**config.mk**
```make
export PLATFORM = sky130hd
export DESIGN_NAME = adc_seq
export DESIGN_NICKNAME = d
export VERILOG_FILES = /design/src/rtl/adc_seq.sv
export SDC_FILE = /design/constraint.sdc
export NUM_CORES = 1
export LEC_CHECK = 0
export BUFFER_PORTS_ARGS = -buffer_cell sky130_fd_sc_hd__buf_2
export CORE_ASPECT_RATIO = 1.25
export CORE_MARGIN = 1
export CORE_UTILIZATION = 31
export CTS_CLUSTER_DIAMETER = 50
export DETAILED_ROUTE_END_ITERATION = 7
export GPL_TIMING_DRIVEN = 0
export HOLD_SLACK_MARGIN = 0.03
export PLACE_DENSITY = 0.62
export SLEW_MARGIN = 10
export SYNTH_ARGS = -nofsm -noshare
export SYNTH_HDL_FRONTEND = slang
export SYNTH_SLANG_ARGS = --single-unit
```
**constraint.sdc**
```tcl
create_clock -name clk -period 3.4 [get_ports clk]
set_input_delay 0.51 -clock clk [delete_from_list [all_inputs] [get_ports clk]]
set_output_delay 0.51 -clock clk [all_outputs]
set_load 0.03 [all_outputs]
```
**src/rtl/adc_seq.sv**
```systemverilog
module adc_seq #(
  parameter int RES_W   = 8,
  parameter int PRS_W   = 5,
  parameter int INIT_T  = 2,
  parameter int XFER_T  = 4,
  parameter int RESOL_T = 10
) (
  input  logic             clk,
  input  logic             rst_n,
  input  logic             reg_wr,
  input  logic             reg_sel,
  input  logic [7:0]       reg_wdata,
  output logic [7:0]       reg_rdata,
  input  logic             dbg_active,
  input  logic             start,
  input  logic             cmp_in,
  output logic             ph_init,
  output logic             ph_xfer,
  output logic             ph_final,
  output logic             ph_resolve,
  output logic             busy,
  output logic [RES_W-1:0] result,
  output logic             done
);
  localparam int DIV_W = PRS_W + 1;
  localparam int CNT_W = 5;
  localparam int IDX_W = $clog2(RES_W);

  typedef enum logic [1:0] {P_INIT, P_XFER, P_FINAL, P_RESOL} phase_t;

  logic [1:0]       frz_q;
  logic [1:0]       smp_q;
  logic [PRS_W-1:0] prs_q;
  phase_t           phase;
  logic [CNT_W-1:0] pcnt;
  logic [DIV_W-1:0] div_cnt;
  logic [CNT_W-1:0] phase_len;
  logic [DIV_W-1:0] div_lim;
  logic             hold, halt, go, tick, last;

  always_ff @(posedge clk) begin
    if (!rst_n) begin
      frz_q <= 2'b00;
      smp_q <= 2'b00;
      prs_q <= PRS_W'(1);
    end else if (reg_wr) begin
      if (reg_sel) begin
        smp_q <= reg_wdata[6:5];
        prs_q <= reg_wdata[PRS_W-1:0];
      end else begin
        frz_q <= reg_wdata[1:0];
      end
    end
  end

  assign reg_rdata = reg_sel ? {1'b0, smp_q, prs_q} : {6'b0, frz_q};

  always_comb begin
    case (phase)
      P_INIT:  phase_len = CNT_W'(INIT_T);
      P_XFER:  phase_len = CNT_W'(XFER_T);
      P_FINAL: phase_len = CNT_W'(2) << smp_q;
      default: phase_len = CNT_W'(RESOL_T);
    endcase
  end

  assign div_lim = {prs_q, 1'b1};
  assign hold    = dbg_active & frz_q[1];
  assign halt    = busy & dbg_active & (frz_q == 2'b11);
  assign go      = start & ~hold;
  assign tick    = busy & ~halt & (div_cnt == div_lim);
  assign last    = (pcnt == phase_len - CNT_W'(1));

  always_ff @(posedge clk) begin
    if (!rst_n) begin
      busy    <= 1'b0;
      done    <= 1'b0;
      phase   <= P_INIT;
      pcnt    <= '0;
      div_cnt <= '0;
      result  <= '0;
    end else begin
      done <= 1'b0;
      if (go) begin
        busy    <= 1'b1;
        phase   <= P_INIT;
        pcnt    <= '0;
        div_cnt <= '0;
        result  <= '0;
      end else if (busy && !halt) begin
        if (tick) begin
          div_cnt <= '0;
          if (phase == P_RESOL && pcnt < CNT_W'(RES_W))
            result[IDX_W'(RES_W-1) - pcnt[IDX_W-1:0]] <= cmp_in;
          if (last) begin
            pcnt <= '0;
            if (phase == P_RESOL) begin
              busy <= 1'b0;
              done <= 1'b1;
            end else begin
              phase <= phase_t'(phase + 2'd1);
            end
          end else begin
            pcnt <= pcnt + CNT_W'(1);
          end
        end else begin
          div_cnt <= div_cnt + DIV_W'(1);
        end
      end
    end
  end

  assign ph_init    = busy & (phase == P_INIT);
  assign ph_xfer    = busy & (phase == P_XFER);
  assign ph_final   = busy & (phase == P_FINAL);
  assign ph_resolve = busy & (phase == P_RESOL);

  a_r7_done_ends_busy: assert property (@(posedge clk) disable iff (!rst_n)
    done |-> (!busy && $past(busy)));
  a_r7_done_single: assert property (@(posedge clk) disable iff (!rst_n)
    done |=> !done);
  a_r10_halt_keeps_state: assert property (@(posedge clk) disable iff (!rst_n)
    halt |=> ($stable(pcnt) && $stable(phase) && $stable(div_cnt) && busy));
  a_r3_count_in_phase: assert property (@(posedge clk) disable iff (!rst_n)
    busy |-> (pcnt < phase_len));
  a_r11_no_start_on_hold: assert property (@(posedge clk) disable iff (!rst_n)
    (!busy && hold) |=> !busy);
  a_r5_tick_spacing: assert property (@(posedge clk) disable iff (!rst_n)
    tick |=> !tick);
endmodule

```
# After elaboration in Yosys (flattened, before gate mapping)
# Index checks and enable logic that the tools add are counted.
# classes
n_eq_ne	6
addsub	5
n_shift	1
reduce_logical	17
n_lt_le_gt_ge	3
n_bitwise	18
muxes	13
# ops
operator	count
$pmux W5 S3	1
$and A1 B1 Y1	10
$bwmux W8	1
$not A1 Y1	8
$reduce_and A4 Y1	2
$reduce_bool A2 Y1	4
$mux W1	7
$mux W7	1
$add A6 B1 Y6 const B	1
$eq A2 B2 Y1 const B	3
$eq A6 B6 Y1	1
$mux W6	1
$reduce_and A2 Y1	3
$add A5 B1 Y5 const B	1
$eq A5 B5 Y1	1
$lt A5 B4 Y1 const B	1
$mux W5	1
$reduce_or A5 Y1	1
$shl A2 B2 Y5 const A	1
$sub A5 B1 Y5 const B	1
$lt A3 B4 Y1 const B	1
$demux W1 S3	1
$ge A3 B1 Y1 const B	1
$logic_and A1 B1 Y1	3
7 further kinds	7
# word_totals
input_bits	15
reg_bits	32
output_inout_bits	22
elab_cells	72

# Logic depth before layout (Yosys ltp)
# Gate-level depths: netlist (run 1).
# depth
word_depth	8
mapped_depth	10
mapped_depth_nobuf	10

# Least setup slack after synthesis (run 1)
# Ideal clock, no wire load.
# synth_timing
kind	flip-flop to flip-flop
from	reg phase[0]
to	reg phase[0]
stages_incl_launch_ff	11
t_arrival_ns	2.533
setup_ns	0.123
n_path_buf	0
slack_ns	0.743
synth_period_minus_slack_ns	2.657
required_ns	3.277
path_cell_list	dfxtp_1 > inv_1 > ha_1 > nor4bb_2 > a21oi_1 > ha_1 > xor2_1 > o311ai_1 > nand4b_4 > nor4_4 > mux2_1
# synth_via
elab_chain_len	5
word_cells_on_any_way	10
cone_classes	add/sub: 2; eq/ne: 4; mux: 1; bitwise: 1; reduce/logical: 2
# synth_lines
item	line_no	text
from (decl)	34	phase_t phase;
from (signal assigned)	101	phase <= phase_t'(phase + 2'd1);
$eq A2 B2 Y1, or another cell as far along	59	case (phase)
$pmux W5 S3	59	
$sub A5 B1 Y5	72	assign last = (pcnt == phase_len - CNT_W'(1));
$eq A5 B5 Y1	72	
$reduce_and A4 Y1 (no line)	--	
# Several ways; a longest one is shown, not always the timed one.
# A chain may end at the register's enable or synchronous reset.

# Final worst setup path (run 1)
# Same ends and word-level chain as after synthesis.

==> flow_summary.toml, run 1 <==
[status]
status = "complete, no violations"

[critical_path]
r2r_cells = 10
r2r_end = "phase[0]"
cp-endpoint = "phase[0]"
required_ns = 3.57
critPathLaunch = "phase[0]"
rrSetupSlack_ns = 0.49
crit_slowest_cell = "nor4bb_2"
end_kind = "flop"
crit_type = "flop to flop"
crit_fanout = 8
cp.arrival_ns = 3.08
reg2reg_from = "phase[0]"
critPathMaxStageDelay_ns = 0.45
crit_chain = "inv_1 -> ha_1 -> nor4bb_2 -> a21oi_1 -> ha_1 -> xor2_1 -> o311ai_1 -> nand4b_4 -> nor4_4 -> mux2_1"
cp_common_cell = "ha_1"
worst_setup_path_start_kind = "flop"

[layout]
diodes = 0
finalInstanceArea_mm2 = 0.00220
drive_above_1_share_pct = 20.6
instances_no_fill = 323
area_growth_pct = 17.8
utilization_pct = 37.9
nets = 279

[timing]
hold_viol = 0
setup_violations = 0
holdWs_ns = 0.467
rsz0062_at_grt = "false"
period_share_pct = 85.6
setup_ws_ns = 0.488
report.final.slew_viol_count = 0
clock_skew_ns = 0.00296
tns_ns = 0
max_freq_mhz = 343
fin_crit_ns = 2.91

[detailed_routing]
route.detailed.drc = 0
routed_via_density = 5.15
via_count = 1662
wl_per_cell_um = 13.1
totalWireLength_um = 4220
dr.pass1.iters = 4
drt_iter0_drc = 28
drtAntennaViolNets = 0

[global_routing]
grt_pass1_wl_um = 7160
grt_overflow_total = 0
antenna_found_initial = 0
grt_usage_pct = 14.6
grt_pass1_vias = 1521
grt_max_degree = 11

[logic_synthesis]
yosys.area_share.simple_pct = 30.6
synthArstFlopShare_pct = 0
synth_top_family_by_area = "simple AND/OR/NAND/NOR gates"
synth_xor_area_share_pct = 7.42
post_synth_fa_ha_maj_area_fraction_pct = 5.35
synth.distinct_cells = 47
synth_mux_area_share_pct = 3.41
synth_ff_type = "dfxtp_1"
avgSynthCellArea_um2 = 8.62
netlist_area_mm2 = 0.00187
synth_edf_count = 0
netlist_instances = 217
synth_fp_nets = 240
yosys_warnings = 0
synth_compound_area_share_pct = 15.0
ys_ff_latch = 32
synth-seq-area-share_pct = 34.2

[power_and_ir_drop]
finalPower_uw = 763
vdd.ir_drop.worst_mv = 0.209
power.density_mw_per_mm2 = 346
power.leakage_nw = 0.857

[placed_design]
dp_cells = 315
io_buffer_count = 32
post-place-ws_ns = 0.468
place_area_mm2 = 0.00211
dp_hpwl_um = 3150
place.gp.congestion = 0.728

[clocking]
insertion_delay_ns = 0.28
ctsResizeCount = 0
cts_tree = "yes"
clockBufferDepth = 2
cts_sinks = 32
cts_root_buf = "clkbuf_8"
post_cts_buffers = 0
htree_num_levels = 2
cts.clk_slew.worst_paths_ns = 0.06
hold_buffers = 0
cts-buffers-inserted = 5

[floorplan]
initial_core_util_pct = 32.2
die_h_um = 88.9
fp-row-count = 31
ioPinCount = 37
core_area_mm2 = 0.00582
die_area_mm2 = 0.00635
die_w_um = 71.5

[min_path]
worstHoldPathType = "flop to flop"

[job]
cap_violations = 0
[worst min-delay path by stage]
stage,startpoint,end,depth (start not counted)
2_1_floorplan,prs_q[2],prs_q[2],2
3_3_place_gp,result[1],result[1],2
3_5_place_dp,result[3],result[3],2
4_1_cts,result[5],result[5],2
5_1_grt,reg_wdata[1],prs_q[1],3
6_report,result[1],result[1],2
[Yosys cell counts (2+ instances only)]
cell type	count	area share [%]
or3_1	3	1.0
o211ai_1	4	1.6
nor3_1	2	0.54
inv_1	5	1.0
nand4_1	6	2.0
nor2b_1	7	2.3
and2_1	10	3.3
o21ai_1	2	0.54
nand2_1	22	4.4
a21oi_1	10	2.7
buf_2	3	0.80
dfxtp_1	32	34
mux2_2	2	1.2
a21boi_0	7	2.8
o41ai_1	3	1.4
nor2_1	16	3.2
o21ai_0	7	1.9
o2111ai_1	3	1.4
xnor2_1	5	2.3
nand3_1	13	3.5
nand4b_1	4	1.9
xor2_1	9	4.2
ha_1	8	5.4
mux2i_1	3	1.6
nor3b_1	2	0.80
clkbuf_1	8	1.6
[sequential cells by signal, summed over array words and instances (netlist names)]
signal	cells
pcnt	5
phase	2
prs_q	5
done	1
busy	1
frz_q	2
div_cnt	6
smp_q	2
result	8
[area by class of cell]
cell class | instances | area [um^2]
timing repair buffer | 32 | 160
multi-input combinational | 168 | 1160
clock buffer | 8 | 90.1
buffer | 12 | 52.6
tap | 66 | 82.6
inverter | 5 | 18.8
sequential | 32 | 641
fill | 622 | 3610
[worst max-delay path: cells and delay by family (launching register included)]
family,cells,cell delay (ns)
buffers and inverters,1,0.16
adders and majority gates,2,0.52
AOI/OAI and AO/OA,2,0.21
xor gates and xnor gates,1,0.14
muxes,1,0.34
and+or+nand+nor,3,1.04
DFF,1,0.40
[per-layer routing]
metal / vias to the layer above / share of wire (%) / track usage, %
met5: - / 0 / 0
li1: 846 / - / -
met2: 37 / 47 / 24.0
met4: 0 / 1.8 / 6.60
met3: 6 / 4.3 / 3.64
met1: 773 / 47 / 18.2
[cells by family after synthesis]
logic type                 after synthesis
xor gates and xnor gates                15
DFF                                     32
other                                    1
and+or+nand+nor                         98
adders and majority gates                8
buffers and inverters                   17
AOI/OAI and AO/OA                       40
muxes                                    6
[cell usage in the layout (no fill, tap or decap), types with 5 or more instances in the layout]
cell type,Yosys,final
inv_1,5,5
nand2_1,22,22
xnor2_1,5,5
nand4_1,6,6
and2_1,10,10
buf_2,3,35
o21ai_0,7,7
nor2b_1,7,7
a21boi_0,7,7
nor2_1,16,16
ha_1,8,8
a21oi_1,10,10
clkbuf_1,8,10
nand3_1,13,13
clkbuf_8,0,6
xor2_1,9,9
dfxtp_1,32,32
[where the power goes]
part / switching, mW / internal [mW]
registers: 0.00917 / 0.382
logic: 0.0446 / 0.0263
clock network: 0.136 / 0.165
Note: power is estimated with default switching activity, not from simulation.
==> run 2, diff against run 1 <==
--- a/config.mk
+++ b/config.mk
@@ -5,15 +5,15 @@
 export SDC_FILE = /design/constraint.sdc
 export NUM_CORES = 1
 export LEC_CHECK = 0
-export BUFFER_PORTS_ARGS = -buffer_cell sky130_fd_sc_hd__buf_2
 export CORE_ASPECT_RATIO = 1.25
 export CORE_MARGIN = 1
 export CORE_UTILIZATION = 31
 export CTS_CLUSTER_DIAMETER = 50
 export DETAILED_ROUTE_END_ITERATION = 7
+export DONT_BUFFER_PORTS = 1
 export GPL_TIMING_DRIVEN = 0
 export HOLD_SLACK_MARGIN = 0.03
-export PLACE_DENSITY = 0.62
+export PLACE_DENSITY = 0.57
 export SLEW_MARGIN = 10
 export SYNTH_ARGS = -nofsm -noshare
 export SYNTH_HDL_FRONTEND = slang
==> run 2 against run 1 <==
- sequential power about the same
- first-iteration DRC count is 93% higher
- utilization fell by 2.1 points
- critical path depth unchanged
- flip-flop and latch count did not move
- via count fell by 6.4%
- cell area fell by 5.6%
- global-route usage down 0.62 points
- clock power rose by 34%
- critical endpoint unchanged
- largest cell class unchanged
- highest routed layer unchanged
==> flow_summary.toml, run 2 (synthesis gave the netlist of run 1 again) <==
[status]
status = "complete, no violations"

[critical_path]
end_kind = "flop"
crit_fanout = 8
required_ns = 3.57
worst_setup_path_start_kind = "flop"
crit_type = "flop to flop"
cp_common_cell = "ha_1"
critPathBufInv = 1
critPathLaunch = "phase[0]"
reg2reg_from = "phase[0]"
cp.arrival_ns = 3.11
critPathMaxStageDelay_ns = 0.47
crit_slowest_cell = "nor4bb_2"
crit_chain = "inv_1 -> ha_1 -> nor4bb_2 -> a21oi_1 -> ha_1 -> xor2_1 -> o311ai_1 -> nand4b_4 -> nor4_4 -> mux2_1"
crit_family = "simple AND/OR/NAND/NOR gates"

[layout]
final_common_cell = "dfxtp_1"
fillCellCount = 635
largest_register_ffs = 8
instances_no_fill = 291
utilization_pct = 35.7
reg.largest.list = "result x8, div_cnt x6"
seq_area_um2 = 641
regMostFlops = "result"
layout_common_cells = "32 x dfxtp_1, 22 x nand2_1, 16 x nor2_1, 13 x nand3_1"
diodes = 0
multi_input_area_mm2 = 0.00116
drive_above_1_share_pct = 10.2
nets = 247
area_growth_pct = 11.2
finalInstanceArea_mm2 = 0.00208

[floorplan]
die_w_um = 71.5
die_h_um = 88.9
fp-row-count = 31
core_area_mm2 = 0.00582
die_area_mm2 = 0.00635
ioPinCount = 37
initial_core_util_pct = 32.2

[clocking]
ctsResizeCount = 0
htree_num_levels = 2
post_cts_buffers = 0
clockBufferDepth = 2
cts_sinks = 32
hold_buffers = 0
cts_tree = "yes"
cts.clk_slew.worst_paths_ns = 0.06
cts_root_buf = "clkbuf_8"
cts-buffers-inserted = 5
insertion_delay_ns = 0.28

[detailed_routing]
drtAntennaViolNets = 0
via_count = 1556
dr.pass1.iters = 4
totalWireLength_um = 4110
wl_per_cell_um = 14.1
drt_iter0_drc = 54
route.met2.wl_um = 1820
routed-wl-met3_um = 277
routed_via_density = 5.35
route.detailed.drc = 0
top_layer = "met4"
wl_met1_um = 1980

[timing]
setup_violations = 0
tns_ns = 0
setup_ws_ns = 0.457
clock_skew_ns = 0.00729
rsz0062_at_grt = "false"
fin_crit_ns = 2.94
worst_slew_pin_slew_ns = 0.557
hold_viol = 0
period_share_pct = 86.6
max_freq_mhz = 340
holdWs_ns = 0.372
report.final.slew_viol_count = 0
maxSlewHeadroom_pct = 62.8

[power_and_ir_drop]
switchingPower_uw = 195
finalPower_uw = 855
seqPwrFrac_pct = 46.1
power.share.combinational_pct = 6.6
swShare_pct = 22.9
vdd.ir_drop.worst_mv = 0.170
power.leakage_nw = 0.720
power.share.clock_pct = 47.3
p_int_uw = 659
power.density_mw_per_mm2 = 411

[placed_design]
dp_cells = 283
place.gp.congestion = 0.742
place_area_mm2 = 0.00195
post-place-ws_ns = 0.430
dp_hpwl_um = 3000
io_buffer_count = 0

[global_routing]
grt_overflow_total = 0
grt_max_degree = 11
grt_pass1_vias = 1447
antenna_found_initial = 0
grt_usage_pct = 14.0
grt_pass1_wl_um = 7040

[min_path]
worstHoldPathType = "input port to flop"
hold_start = "rst_n"

[job]
cap_violations = 0
## run 2: cell types whose count changed in the layout (fill, tap and decap cells not counted), sizes merged
cell	before	now
buf	36	4
bufinv	0	1
clkbuf	16	15
## run 2: worst paths after layout
kind              slack (ns)        to  cells past startpoint
setup / recovery        0.46  phase[0]                     10
hold / removal          0.37      busy                      2
setup reg to reg        0.46  phase[0]                     10
hold reg to reg         0.50  prs_q[2]                      2
## run 2: final cells by class
cell class | instances | share of cell area (%)
inverter | 5 | 0.903
sequential | 32 | 30.8
buffer | 12 | 2.53
tap | 66 | 3.97
clock inverter | 1 | 1.44
clock buffer | 7 | 4.63
multi-input combinational | 168 | 55.7
## run 2: metal layers
layer	GRT usage [%]	vias to the layer above
li1	-	785
met1	18.0	717
met2	22.8	49
met3	4.78	5
met4	3.21	0
met5	0	-
## run 2: power by group through the flow
stage | clock [mW] | combinational (mW) | sequential [mW]
4_1_cts | 0.413 | 0.0568 | 0.394
6_report | 0.404 | 0.0564 | 0.394
3_3_place_gp | 0 | 0.0564 | 0.403
3_5_place_dp | 0 | 0.0567 | 0.403
5_1_grt | 0.434 | 0.0627 | 0.396
2_1_floorplan | 0 | 0.0475 | 0.399
==> run 3, diff against run 2 <==
--- a/config.mk
+++ b/config.mk
@@ -5,15 +5,15 @@
 export SDC_FILE = /design/constraint.sdc
 export NUM_CORES = 1
 export LEC_CHECK = 0
+export BUFFER_PORTS_ARGS = -buffer_cell sky130_fd_sc_hd__buf_2
 export CORE_ASPECT_RATIO = 1.25
 export CORE_MARGIN = 1
-export CORE_UTILIZATION = 31
+export CORE_UTILIZATION = 55
 export CTS_CLUSTER_DIAMETER = 50
 export DETAILED_ROUTE_END_ITERATION = 7
-export DONT_BUFFER_PORTS = 1
 export GPL_TIMING_DRIVEN = 0
 export HOLD_SLACK_MARGIN = 0.03
-export PLACE_DENSITY = 0.57
+export PLACE_DENSITY_LB_ADDON = 0.12
 export SLEW_MARGIN = 10
 export SYNTH_ARGS = -nofsm -noshare
 export SYNTH_HDL_FRONTEND = slang
==> run 3 against run 2 <==
- clock skew is 0.0042 ns higher
- register-to-register slack hardly changed
- worst hold slack better by 0.093 ns
- flip-flop and latch count stayed put
- largest cell class unchanged
==> flow_summary.toml, run 3 (synthesis gave the netlist of run 1 again) <==
[critical_path]
crit_fanout = 8
rrSetupSlack_ns = 0.46
critPathMaxStageDelay_ns = 0.44
r2r_end = "phase[0]"
critPathBufInv = 1
cp_common_cell = "ha_1"
critPathLaunch = "phase[0]"
crit_family = "simple AND/OR/NAND/NOR gates"
worst_setup_path_start_kind = "flop"
crit_chain = "inv_1 -> ha_1 -> nor4bb_2 -> a21oi_1 -> ha_1 -> xor2_1 -> o311ai_1 -> nand4b_4 -> nor4_4 -> mux2_1"
reg2reg_from = "phase[0]"
cp.arrival_ns = 3.12
required_ns = 3.57
r2r_cells = 10
crit_slowest_cell = "nor4bb_2"
end_kind = "flop"
crit_type = "flop to flop"

[placed_design]
place.gp.congestion = 0.741
place_area_mm2 = 0.00208
io_buffer_count = 32
post-place-ws_ns = 0.474
dp_hpwl_um = 2900

[clocking]
cts_sinks = 32
htree_num_levels = 2
post_cts_buffers = 0
insertion_delay_ns = 0.29
ctsResizeCount = 0
cts_root_buf = "clkbuf_8"
hold_buffers = 0
cts.clk_slew.worst_paths_ns = 0.08
clockBufferDepth = 2
cts-buffers-inserted = 5
cts_tree = "yes"

[power_and_ir_drop]
power.share.clock_pct = 44.5
vdd.ir_drop.worst_mv = 0.346
finalPower_uw = 831
power.density_mw_per_mm2 = 380
swShare_pct = 24.7
switchingPower_uw = 205
power.share.combinational_pct = 8.5
p_int_uw = 625
power.leakage_nw = 0.865
seqPwrFrac_pct = 47.0

[layout]
regMostFlops = "result"
multi_input_area_mm2 = 0.00116
finalInstanceArea_mm2 = 0.00219
final_common_cell = "buf_2"
drive_above_1_share_pct = 21.4
area_growth_pct = 17.0
reg.largest.list = "result x8, div_cnt x6"
diodes = 0
fillCellCount = 289
seq_area_um2 = 641
layout_common_cells = "35 x buf_2, 32 x dfxtp_1, 22 x nand2_1, 16 x nor2_1, 13 x nand3_1"
largest_register_ffs = 8
nets = 279

[global_routing]
grt_max_degree = 12
grt_pass1_vias = 1485
grt_usage_pct = 25.0
grt_pass1_wl_um = 6670
antenna_found_initial = 0
grt_overflow_total = 0

[timing]
tns_ns = 0
fin_crit_ns = 2.94
setup_ws_ns = 0.456
max_freq_mhz = 340
holdWs_ns = 0.465
clock_skew_ns = 0.0115
report.final.slew_viol_count = 0
setup_violations = 0
rsz0062_at_grt = "false"
period_share_pct = 86.6
hold_viol = 0

[floorplan]
die_area_mm2 = 0.00364
core_area_mm2 = 0.00322
die_h_um = 67.2
fp-row-count = 23
initial_core_util_pct = 58.0
die_w_um = 54.2
ioPinCount = 37

[detailed_routing]
dr.pass1.iters = 4
drt_iter0_drc = 31
routed-wl-met3_um = 151
totalWireLength_um = 3990
route.detailed.drc = 0
route.met2.wl_um = 1940
wl_per_cell_um = 13.6
via_count = 1642
drtAntennaViolNets = 0
top_layer = "met4"
wl_met1_um = 1840
routed_via_density = 5.59

[min_path]
hold_start = "result[7]"
hold_end = "result[7]"
worstHoldPathType = "flop to flop"
min_path_cells = 2

[status]
status = "complete, no violations"

[job]
cap_violations = 0
[run 3: cell types whose count changed in the layout (fill, tap and decap cells not counted), sizes merged]
cell      change
clkbuf        -2
clkinvlp      +1
clkinv        +1
buf          +32
[run 3: worst reg2reg max path, stage by stage, from the launching register on]
cell,delay [ns]
dfxtp_1,0.41
inv_1,0.17
ha_1,0.22
nor4bb_2,0.44
a21oi_1,0.08
ha_1,0.31
xor2_1,0.14
o311ai_1,0.11
nand4b_4,0.28
nor4_4,0.30
mux2_1,0.36
[run 3: layer usage]
layer / track usage, % / vias up
li1: - / 849
met1: 30.6 / 746
met2: 40.7 / 41
met3: 6.31 / 6
met4: 10.6 / 0
met5: 0 / -
[run 3: through the flow]
step	util [%]	cells
after floorplan	-	217
after global placement	64.4	286
after detailed placement	64.4	286
after CTS	67.9	294
after global routing	67.9	294
final	67.9	294
[run 3: area by class of cell]
cell class | instances | area share (%)
inverter | 5 | 0.858
timing repair buffer | 32 | 7.32
buffer | 12 | 2.40
sequential | 32 | 29.3
clock inverter | 3 | 1.94
clock buffer | 5 | 3.14
multi-input combinational | 168 | 52.9
tap | 37 | 2.12
[run 3: worst max-delay path by stage]
stage / endpoint / slack [ns] / depth (start not counted)
finish: phase[0] / 0.46 / 10
floorplan: phase[0] / 0.74 / 10
global route: phase[0] / 0.22 / 10
CTS: phase[0] / 0.45 / 10
detailed placement: phase[0] / 0.47 / 10
global placement: phase[0] / 0.53 / 10
[run 3: power groups by stage]
stage                     combinational, mW  clock [mW]  sequential (mW)
after floorplan                      0.0475           0            0.399
after global placement               0.0699           0            0.399
after detailed placement             0.0703           0            0.399
after CTS                            0.0707       0.377            0.391
after global routing                 0.0778       0.394            0.392
final                                0.0704       0.369            0.391
